<file path="src/rtl/recip_div_pkg.sv">
package recip_div_pkg;

  typedef enum logic [1:0] {
    MODE_SHIFT  = 2'd0,
    MODE_CMP    = 2'd1,
    MODE_NARROW = 2'd2,
    MODE_WIDE   = 2'd3
  } div_mode_e;

  localparam int PIPE_STAGES = 3;

endpackage

</file>
<file path="src/rtl/recip_div_iter.sv">
// Restoring divider: computes floor(2^(N+L)/d) and its remainder.
// It starts with the leading one of the dividend already in the
// remainder, then shifts in N+L zeros, one per cycle.
module recip_div_iter #(
  parameter int N  = 32,
  parameter int CW = 6
) (
  input  logic         clk,
  input  logic         rst_n,
  input  logic         load_i,
  input  logic [N-1:0] dvsr_i,
  input  logic [CW-1:0] steps_i,
  output logic         done_o,
  output logic [N:0]   quo_o,
  output logic [N-1:0] rem_o
);

  logic [N-1:0]  rem_q;
  logic [N:0]    quo_q;
  logic [CW-1:0] cnt_q;
  logic [N-1:0]  dvsr_q;
  logic          done_q;

  logic [N:0]   rem_sh;
  logic         take;
  logic [N-1:0] rem_nx;

  always_comb begin
    rem_sh = {rem_q, 1'b0};
    take   = rem_sh >= {1'b0, dvsr_q};
    rem_nx = take ? N'(rem_sh - {1'b0, dvsr_q}) : N'(rem_sh);
  end

  always_ff @(posedge clk or negedge rst_n) begin
    if (!rst_n) begin
      rem_q  <= '0;
      quo_q  <= '0;
      cnt_q  <= '0;
      dvsr_q <= '0;
      done_q <= 1'b0;
    end else begin
      done_q <= 1'b0;
      if (load_i) begin
        rem_q  <= N'(1);
        quo_q  <= '0;
        cnt_q  <= steps_i;
        dvsr_q <= dvsr_i;
      end else if (cnt_q != '0) begin
        rem_q <= rem_nx;
        quo_q <= {quo_q[N-1:0], take};
        cnt_q <= cnt_q - 1'b1;
        if (cnt_q == CW'(1)) done_q <= 1'b1;
      end
    end
  end

  assign done_o = done_q;
  assign quo_o  = quo_q;
  assign rem_o  = rem_q;

endmodule

</file>
<file path="src/rtl/recip_div_cfg.sv">
// Divisor classification and selection of the reciprocal form.
module recip_div_cfg
  import recip_div_pkg::*;
#(
  parameter int N   = 32,
  parameter int SHW = 5,
  parameter int CW  = 6
) (
  input  logic           clk,
  input  logic           rst_n,
  input  logic           start_i,
  input  logic [N-1:0]   divisor_i,
  input  logic           iter_done_i,
  input  logic [N:0]     iter_quo_i,
  input  logic [N-1:0]   iter_rem_i,
  output logic           iter_load_o,
  output logic [CW-1:0]  iter_steps_o,
  output logic           busy_o,
  output logic           err_o,
  output logic           wide_o,
  output div_mode_e      mode_o,
  output logic [N-1:0]   mult_o,
  output logic [SHW-1:0] shamt_o,
  output logic [N-1:0]   dvsr_o
);

  logic [SHW-1:0] msb;
  logic           is_zero;
  logic           is_pow2;
  logic           is_top;
  logic           is_gen;

  always_comb begin
    msb = '0;
    for (int i = 0; i < N; i++) begin
      if (divisor_i[i]) msb = SHW'(i);
    end
  end

  assign is_zero = (divisor_i == '0);
  assign is_pow2 = !is_zero && ((divisor_i & (divisor_i - 1'b1)) == '0);
  assign is_top  = divisor_i[N-1];
  assign is_gen  = !is_zero && !is_pow2 && !is_top;

  assign iter_load_o  = start_i && is_gen;
  assign iter_steps_o = CW'(N) + CW'(msb) + CW'(1);

  logic           busy_q, err_q, wide_q;
  div_mode_e      mode_q;
  logic [N-1:0]   mult_q;
  logic [SHW-1:0] sh_q;
  logic [SHW-1:0] ell_q;
  logic [N-1:0]   dvsr_q;

  // Narrow candidate from the wide quotient: halve Q and R.
  logic [N-1:0] q_half;
  logic [N-1:0] r_half;
  logic [N-1:0] excess;
  logic [N-1:0] limit;
  logic         narrow_ok;

  always_comb begin
    q_half    = iter_quo_i[N:1];
    r_half    = iter_quo_i[0] ? N'(({1'b0, dvsr_q} + {1'b0, iter_rem_i}) >> 1)
                              : N'(iter_rem_i >> 1);
    excess    = dvsr_q - r_half;
    limit     = N'(1) << (ell_q - 1'b1);
    narrow_ok = excess <= limit;
  end

  always_ff @(posedge clk or negedge rst_n) begin
    if (!rst_n) begin
      busy_q <= 1'b0;
      err_q  <= 1'b0;
      wide_q <= 1'b0;
      mode_q <= MODE_SHIFT;
      mult_q <= '0;
      sh_q   <= '0;
      ell_q  <= SHW'(1);
      dvsr_q <= N'(1);
    end else if (start_i) begin
      wide_q <= 1'b0;
      if (is_zero) begin
        err_q <= 1'b1;
      end else begin
        err_q  <= 1'b0;
        dvsr_q <= divisor_i;
        if (is_pow2) begin
          mode_q <= MODE_SHIFT;
          sh_q   <= msb;
        end else if (is_top) begin
          mode_q <= MODE_CMP;
          sh_q   <= '0;
        end else begin
          busy_q <= 1'b1;
          ell_q  <= msb + 1'b1;
        end
      end
    end else if (busy_q && iter_done_i) begin
      busy_q <= 1'b0;
      sh_q   <= ell_q - 1'b1;
      if (narrow_ok) begin
        mode_q <= MODE_NARROW;
        mult_q <= q_half + 1'b1;
      end else begin
        mode_q <= MODE_WIDE;
        mult_q <= iter_quo_i[N-1:0] + 1'b1;
        wide_q <= 1'b1;
      end
    end
  end

  assign busy_o  = busy_q;
  assign err_o   = err_q;
  assign wide_o  = wide_q;
  assign mode_o  = mode_q;
  assign mult_o  = mult_q;
  assign shamt_o = sh_q;
  assign dvsr_o  = dvsr_q;

endmodule

</file>
<file path="src/rtl/recip_div_pipe.sv">
// Three-stage run datapath: multiply-high, correct/select, post-shift.
module recip_div_pipe
  import recip_div_pkg::*;
#(
  parameter int N   = 32,
  parameter int SHW = 5
) (
  input  logic           clk,
  input  logic           rst_n,
  input  logic           adv_i,
  input  logic           fire_i,
  input  logic [N-1:0]   data_i,
  input  div_mode_e      mode_i,
  input  logic [N-1:0]   mult_i,
  input  logic [SHW-1:0] shamt_i,
  input  logic [N-1:0]   dvsr_i,
  output logic           valid_o,
  output logic [N-1:0]   quot_o,
  output logic           idle_o
);

  logic [PIPE_STAGES-1:0] vld_q;
  logic [N-1:0] n1_q, t1_q, r2_q, q3_q;

  logic [N-1:0] t_nx;
  logic [N-1:0] r_nx;

  assign t_nx = N'(((2*N)'(data_i) * (2*N)'(mult_i)) >> N);

  always_comb begin
    case (mode_i)
      MODE_SHIFT:  r_nx = n1_q;
      MODE_CMP:    r_nx = {{(N-1){1'b0}}, (n1_q >= dvsr_i)};
      MODE_NARROW: r_nx = t1_q;
      default:     r_nx = t1_q + ((n1_q - t1_q) >> 1);
    endcase
  end

  always_ff @(posedge clk or negedge rst_n) begin
    if (!rst_n) begin
      vld_q <= '0;
    end else if (adv_i) begin
      vld_q <= {vld_q[PIPE_STAGES-2:0], fire_i};
    end
  end

  always_ff @(posedge clk) begin
    if (adv_i) begin
      n1_q <= data_i;
      t1_q <= t_nx;
      r2_q <= r_nx;
      q3_q <= r2_q >> shamt_i;
    end
  end

  assign valid_o = vld_q[PIPE_STAGES-1];
  assign quot_o  = q3_q;
  assign idle_o  = (vld_q == '0);

endmodule

</file>
<file path="src/rtl/recip_divider.sv">
module recip_divider
  import recip_div_pkg::*;
#(
  parameter int N = 32
) (
  input  logic         clk,
  input  logic         rst_n,
  input  logic         cfg_valid,
  input  logic [N-1:0] cfg_divisor,
  output logic         busy,
  output logic         cfg_err,
  output logic         wide_mult,
  input  logic         in_valid,
  output logic         in_ready,
  input  logic [N-1:0] in_dividend,
  output logic         out_valid,
  input  logic         out_ready,
  output logic [N-1:0] out_quotient
);

  localparam int SHW = (N > 1) ? $clog2(N) : 1;
  localparam int CW  = $clog2(2 * N);

  logic           pipe_idle;
  logic           adv;
  logic           cfg_take;
  logic           in_fire;
  logic           iter_load, iter_done;
  logic [CW-1:0]  iter_steps;
  logic [N:0]     iter_quo;
  logic [N-1:0]   iter_rem;
  div_mode_e      mode;
  logic [N-1:0]   mult;
  logic [SHW-1:0] shamt;
  logic [N-1:0]   dvsr;

  assign adv      = !out_valid || out_ready;
  assign cfg_take = cfg_valid && !busy && pipe_idle;
  assign in_ready = !busy && !cfg_err && adv && !cfg_valid;
  assign in_fire  = in_valid && in_ready;

  recip_div_cfg #(.N(N), .SHW(SHW), .CW(CW)) u_cfg (
    .clk          (clk),
    .rst_n        (rst_n),
    .start_i      (cfg_take),
    .divisor_i    (cfg_divisor),
    .iter_done_i  (iter_done),
    .iter_quo_i   (iter_quo),
    .iter_rem_i   (iter_rem),
    .iter_load_o  (iter_load),
    .iter_steps_o (iter_steps),
    .busy_o       (busy),
    .err_o        (cfg_err),
    .wide_o       (wide_mult),
    .mode_o       (mode),
    .mult_o       (mult),
    .shamt_o      (shamt),
    .dvsr_o       (dvsr)
  );

  recip_div_iter #(.N(N), .CW(CW)) u_iter (
    .clk     (clk),
    .rst_n   (rst_n),
    .load_i  (iter_load),
    .dvsr_i  (cfg_divisor),
    .steps_i (iter_steps),
    .done_o  (iter_done),
    .quo_o   (iter_quo),
    .rem_o   (iter_rem)
  );

  recip_div_pipe #(.N(N), .SHW(SHW)) u_pipe (
    .clk     (clk),
    .rst_n   (rst_n),
    .adv_i   (adv),
    .fire_i  (in_fire),
    .data_i  (in_dividend),
    .mode_i  (mode),
    .mult_i  (mult),
    .shamt_i (shamt),
    .dvsr_i  (dvsr),
    .valid_o (out_valid),
    .quot_o  (out_quotient),
    .idle_o  (pipe_idle)
  );

endmodule

</file>
<file path="config.mk">
export PLATFORM = sky130hd
export DESIGN_NAME = recip_divider
export DESIGN_NICKNAME = d
export VERILOG_FILES = /design/src/rtl/recip_div_pkg.sv /design/src/rtl/recip_div_iter.sv /design/src/rtl/recip_div_cfg.sv /design/src/rtl/recip_div_pipe.sv /design/src/rtl/recip_divider.sv
export SDC_FILE = /design/constraint.sdc
export NUM_CORES = 2
export LEC_CHECK = 0
export BUFFER_PORTS_ARGS = -buffer_cell sky130_fd_sc_hd__buf_4
export CORE_MARGIN = 1
export CORE_UTILIZATION = 60
export CTS_BUF_LIST = sky130_fd_sc_hd__clkbuf_4 sky130_fd_sc_hd__clkbuf_8
export CTS_CLUSTER_SIZE = 24
export DETAILED_ROUTE_END_ITERATION = 6
export PLACE_DENSITY = 0.86
export SKIP_LAST_GASP = 1
export SLEW_MARGIN = 20
export SYNTH_ARGS = -nofsm -noshare
export SYNTH_HDL_FRONTEND = slang
export SYNTH_SLANG_ARGS = --single-unit
</file>
<file path="constraint.sdc">
create_clock -name clk -period 9.22 [get_ports clk]
set_clock_uncertainty 0.15 [all_clocks]
set_input_delay 0 -clock clk [delete_from_list [all_inputs] [get_ports clk]]
set_output_delay 0 -clock clk [all_outputs]
set_load 0.03 [all_outputs]
</file>
=== Word-level counts from Yosys, hierarchy flattened ===
Index checks and enable logic that the tools add are counted.

* Add/subtract/negate cells: 13
* Multiply operators: 1
* Magnitude comparators: 3
* Eq/ne operators: 8
* Shift-type cells: 2
* Mux-type cells: 64
* Bitwise gates (word level): 5
* Reduce and logical (&&, ||, !) cells: 32

{| class="wikitable"
|+ Operators with widths
! kind !! count
|-
| $mux W5 || 35
|-
| $mux W32 || 5
|-
| $pmux W32 S3 || 1
|-
| $sub A32 B32 Y32 || 3
|-
| $mux W33 || 2
|-
| $add A32 B1 Y32 const B || 2
|-
| $logic_not A32 Y1 || 2
|-
| $mul A32 B32 Y64 || 1
|-
| $add A32 B32 Y33 || 1
|-
| $ge A33 B32 Y1 || 1
|-
| $add A32 B31 Y32 || 1
|-
| $and A32 B32 Y32 || 1
|-
| $ge A32 B32 Y1 || 1
|-
| $le A32 B32 Y1 || 1
|-
| $shl A1 B5 Y32 const A || 1
|-
| $shr A32 B5 Y32 || 1
|-
| $sub A32 B1 Y32 const B || 1
|-
| $mux W1 || 14
|-
| $mux W6 || 2
|-
| $logic_and A1 B1 Y1 || 11
|-
| $mux W2 || 5
|-
| $reduce_and A4 Y1 || 2
|-
| $logic_not A1 Y1 || 7
|-
| $add A6 B1 Y6 const B || 1
|-
| other kinds (18) || 26
|}

* Register bits after elaboration: 314
* Input port bits: 69
* Output and inout bits: 37
* Word-level logic and storage cells: 146

=== Longest topological paths before layout ===
* Depth after elaboration: 34
* Mapped depth: 47
* Gate-level depth less buffers: 43

=== Cells and area by module ===
Synthesis repeated with hierarchy kept, for this count alone.

* Cells, all modules: 6587
* Area total of the unflattened synthesis: 58655.0 µm²

{| class="wikitable"
|+ Modules (own cells, without submodules)
! module !! times used !! cells an instance !! area each (µm²) !! seq. area each (µm²)
|-
| recip_div_pipe || 1 || 4624 || 42823.6 || 3918.8
|-
| recip_div_cfg || 1 || 1244 || 9590.4 || 1979.4
|-
| recip_div_iter || 1 || 713 || 6197.2 || 2602.5
|-
| recip_divider || 1 || 6 || 43.8 || 0.0
|}

=== Worst setup path after synthesis ===
OpenSTA, ideal clock, no wires.

* Path type: reg2reg
* Start point: register u_iter.rem_q[2] (netlist: u_iter.rem_o[2])
* End point: register u_cfg.mult_q[22] (netlist: u_cfg.mult_o[22])
* Data arrival time: 8.315 ns
* Data required time: 8.983 ns
* Path slack: 0.669 ns
* Cell stages (with the launch flop): 41
* Buffers on the path: 4
* Period minus slack after synthesis: 8.551 ns
* Cell sequence: dfrtp_1 -> ha_1 -> nor2b_1 -> o31a_1 -> or3_1 -> a21oi_1 -> o21ai_0 -> a21oi_1 -> xnor2_1 -> mux2i_1 -> ha_1 -> a21o_1 -> a31oi_1 -> a21boi_0 -> a311oi_1 -> o41ai_1 -> o21a_1 -> nor2b_1 -> [5 not listed] -> a21oi_1 -> buf_1 -> clkbuf_1 -> clkbuf_1 -> nand2_1 -> o21ai_0 -> ha_1 -> nand4_1 -> nor2_1 -> nand3_1 -> or2_2 -> clkbuf_1 -> nor3_1 -> nand3_1 -> nor2_1 -> xor2_1 -> nand3_1 -> o211ai_1

* Longest elaborated chain between the ends: 5

{| class="wikitable"
|+ Ends and longest elaborated chain
! item !! RTL line !! text
|-
| start, declared || recip_div_iter.sv:18 || <nowiki>logic [N-1:0] rem_q;</nowiki>
|-
| start signal, assigned || recip_div_iter.sv:49 || <nowiki>rem_q <= rem_nx;</nowiki>
|-
| $add A32 B32 Y33 || recip_div_cfg.sv:64 || <nowiki>r_half = iter_quo_i[0] ? N'(({1'b0, dvsr_q} + {1'b0, iter_rem_i}) >> 1)</nowiki>
|-
| $mux W32 * || recip_div_cfg.sv:64 ||
|-
| $sub A32 B32 Y32 * || recip_div_cfg.sv:66 || <nowiki>excess = dvsr_q - r_half;</nowiki>
|-
| $le A32 B32 Y1 * || recip_div_cfg.sv:68 || <nowiki>narrow_ok = excess <= limit;</nowiki>
|-
| $mux W32 * || recip_div_cfg.sv:102 || <nowiki>if (narrow_ok) begin</nowiki>
|-
| end signal, assigned || recip_div_cfg.sv:104 || <nowiki>mult_q <= q_half + 1'b1;</nowiki>
|-
| end signal, assigned || recip_div_cfg.sv:107 || <nowiki>mult_q <= iter_quo_i[N-1:0] + 1'b1;</nowiki>
|-
| end, declared || recip_div_cfg.sv:50 || <nowiki>logic [N-1:0] mult_q;</nowiki>
|}

Mark *: on every way between the ends. The rest lies on a longest branch, timed or not.
A chain may end at the register's enable or synchronous reset.

=== Final worst setup path ===
* Start point: register u_cfg.mult_q[6] (netlist: u_cfg.mult_o[6])
* End point: register u_pipe.t1_q[13], data pin

* Longest elaborated chain between the ends: 1

{| class="wikitable"
|+ Ends and longest elaborated chain
! item !! RTL line !! text
|-
| $mul A32 B32 Y64 || recip_div_pipe.sv:28 || <nowiki>assign t_nx = N'(((2*N)'(data_i) * (2*N)'(mult_i)) >> N);</nowiki>
|-
| net u_pipe.t_nx[13] || recip_div_pipe.sv:25 || <nowiki>logic [N-1:0] t_nx;</nowiki>
|-
| end signal, assigned || recip_div_pipe.sv:50 || <nowiki>t1_q <= t_nx;</nowiki>
|-
| end, declared || recip_div_pipe.sv:23 || <nowiki>logic [N-1:0] n1_q, t1_q, r2_q, q3_q;</nowiki>
|}

The timed path passes the listed nets, and every way through them passes these cells.

==> impl_results.md <==
* Status: complete, no violations
* WL/cell at 21.03 microns
* Slowest stage delay, CP at between 0.6 and 0.7 ns
* Total gr overflow at 0
* Largest net degree at the start of global routing at 94
* DR vias/cell at about 6.1
* Worst-path clk slew at about 0.06 ns
* WL final at about 170,000 microns
* Core area at roughly 93,000 sq um
* Die height at 308.9 microns
* Crit path max-delay family: adder cells
* Number of synthesis warnings at 0
* Slowest cell on the critical path: dfrtp_2
* Fin Setup TNS at 0 ns
* Setup crit end kind: register
* Root buffer cell: clkbuf_8
* Layout area overhead at 7.871%
* Unrepaired setup endpoints after global routing: false
* Starting DRT DRC Count at roughly 5,100
* Syn Area/Cell at 8.676 sq um
* #FFs+latches synth at between 300 and 400
* Asr flop ratio synth at 0.5924
* Post-Syn Area at 56,500 sq um
* Worst slew pin tran at ~1.1 ns
* Final setup violation count at 0
* Initial antenna violation count at 5
* CTS tree: done
* Minimum clock period at 8.864 ns
* Worst Path Required at between 9 and 10 ns
* Seq/Total Area, Yosys at 0.1505
* # IOs at ~110
* Number of synthesized flops with an enable pin at 128
* Slew headroom at 0.2426
* GPL Wtd Cong at slightly above 1
* Fmax at ~110 MHz
* Most common cell after layout, fill and taps aside: nand2_1
* Most frequent cells in the layout: nand2_1 (1,248), inv_1 (1,173), fa_1 (900)
* CTS Buffer Depth at 3
* Worst Path Arrival at 9.14 ns
* Initial Util at 0.6053
* Total setup buffers inserted after CTS at 0
* Prevailing post-synth register cell: dfrtp_1
* CP bufs+invs at 10
* Vias in the first global route at around 50,000
* IO Port Bufs at 105
* Vias at 47,700
* Max-Cap Viols at 0
* DRC viols at 0
* Total GRT Usage at 0.3548
* Final Slew Violations at 0
* Inst Count DP at 7,634
* Crit-path most repeated cell: fa_1
* Syn Inst Count at around 6,500
* Final Cycle Share at 0.9614
* Antenna-violating nets left at 0
* Layout cells sized above 1 at 0.05950
* TritonCTS Buffers at between 50 and 60
* Detailed Place HPWL at 122,800 microns
* # rows at 112
* CP Launch Type: register
* Yosys cell types at 87
* Post-Syn Nets at between 7,000 and 8,000
* Final hold viol count at 0
* First-pass GRT wire length at about 260,000 microns
* Worst-Skew Late Latency at between 0.7 and 0.8 ns
* Final std cells w/o fill at a little under 8,000
* 1st-pass router iterations at 6
* Critical path type: reg2reg
* Crit Path Max Fanout at 15
* Worst min path class: in2reg
* Die width at 308.9 microns
* Clk sinks at 314
* Final core utilization at 0.6530
* # H-tree levels at 2
* Layout Nets at ~8,000
* Die Area at 95,390 sq um
synth_stat cells (all sizes together) (36+ instances only):
cell / number / area [sq um]
o21ai: 232 / 1161
dfrtp: 184 / 4604
xor2: 64 / 560.5
a21oi: 257 / 1286
a211oi: 52 / 395.4
o21a: 56 / 420.4
edfxtp: 128 / 3844
nand4: 40 / 250.2
inv: 1174 / 4407
nor2b: 37 / 231.5
ha: 489 / 6118
nand3: 55 / 275.3
xnor2: 148 / 1296
nor2: 229 / 875.8
nor3: 56 / 280.3
and3: 36 / 225.2
mux2i: 73 / 730.7
and2: 221 / 1383
fa: 900 / 18020
a21o: 102 / 765.7
nand2: 1251 / 4698
clkbuf: 304 / 1142
area by class of cell:
| cell class | count | area [sq um] |
|---|---|---|
| Timing Repair Buffer | 323 | 2781 |
| Multi-Input combinational cell | 4687 | 42350 |
| Antenna cell | 5 | 12.51 |
| Fill cell | 7135 | 32390 |
| Inverter | 1174 | 4409 |
| Sequential cell | 314 | 8512 |
| Clock inverter | 26 | 287.8 |
| Clock buffer | 81 | 1021 |
| Tap cell | 1254 | 1569 |
state kept, by name (all words and copies together), names as in the netlist:
name           flops
u_cfg.shamt_o      5
u_cfg.mode_o       2
u_cfg.ell_q        5
u_iter.dvsr_q     32
u_cfg.dvsr_o      32
u_iter.done_o      1
u_pipe.t1_q       32
u_iter.cnt_q       6
u_iter.quo_o      33
u_cfg.busy_o       1
u_pipe.r2_q       32
u_cfg.mult_o      32
u_cfg.err_o        1
u_pipe.n1_q       32
u_pipe.vld_q       3
u_pipe.quot_o     32
u_cfg.wide_o       1
u_iter.rem_o      32
per-layer routing:
layer | track usage | vias up | part of all wire
met5 | 0 | - | 0.000079
met4 | 0.1916 | 2 | 0.062
met3 | 0.09612 | 748 | 0.13
met2 | 0.5560 | 3033 | 0.45
met1 | 0.4489 | 23240 | 0.36
li1 | - | 20680 | -
tightest hold or removal path, delay by kind of cell:
family / cells / cell delay, ns
AND/OR/NAND/NOR: 1 / 0.06
buffers and inverters: 2 / 0.70
AO/OA/AOI/OAI: 1 / 0.06
stage by stage:
step | hold slack (ns) | worst slack (ns) | cell area (sq um)
6_report | 0.01167 | 0.3558 | 60940
5_1_grt | 0.03202 | 0.01017 | 60930
4_1_cts | 0.00007572 | 0.2195 | 60900
3_5_place_dp | -0.008686 | 0.2692 | 58390
3_3_place_gp | -0.02257 | 0.4599 | 58390
2_1_floorplan | -0.4456 | 0.6686 | 56500
kinds of logic after synthesis:
group / after synthesis / share of synthesized area
AND/OR/NAND/NOR: 2042 / 0.1605
buffers and inverters: 1511 / 0.1010
adder cells (fa/ha/maj): 1390 / 0.4274
AO/OA/AOI/OAI: 943 / 0.1063
flip-flops: 314 / 0.1505
XOR/XNOR: 212 / 0.03287
multiplexers: 100 / 0.02150
final timing paths:
path / startpoint / endpoint / slack, ns / cells after the start
setup / recovery: u_cfg.mult_o[6] / u_pipe.t1_q[13] / 0.36 / 29
hold / removal: cfg_divisor[18] / u_iter.dvsr_q[18] / 0.01 / 4
setup reg to reg: u_cfg.mult_o[6] / u_pipe.t1_q[13] / 0.36 / 29
hold reg to reg: u_cfg.wide_o / u_cfg.wide_o / 0.34 / 2
max in group asynchronous: rst_n / u_cfg.mult_o[6] / 7.71 / 4
min in group asynchronous: rst_n / u_cfg.dvsr_o[0] / 0.30 / 3
repair_timing:
item | CTS | global route
hold buffers | 118 | 0
resized for setup | 0 | 15
endpoints found under the hold margin | 240 | 0
endpoints found under the setup margin | 0 | 20
Power is left out: the tool's default activity adds up to more than one toggle a clock period on the data nets, which glitch-free logic cannot reach.
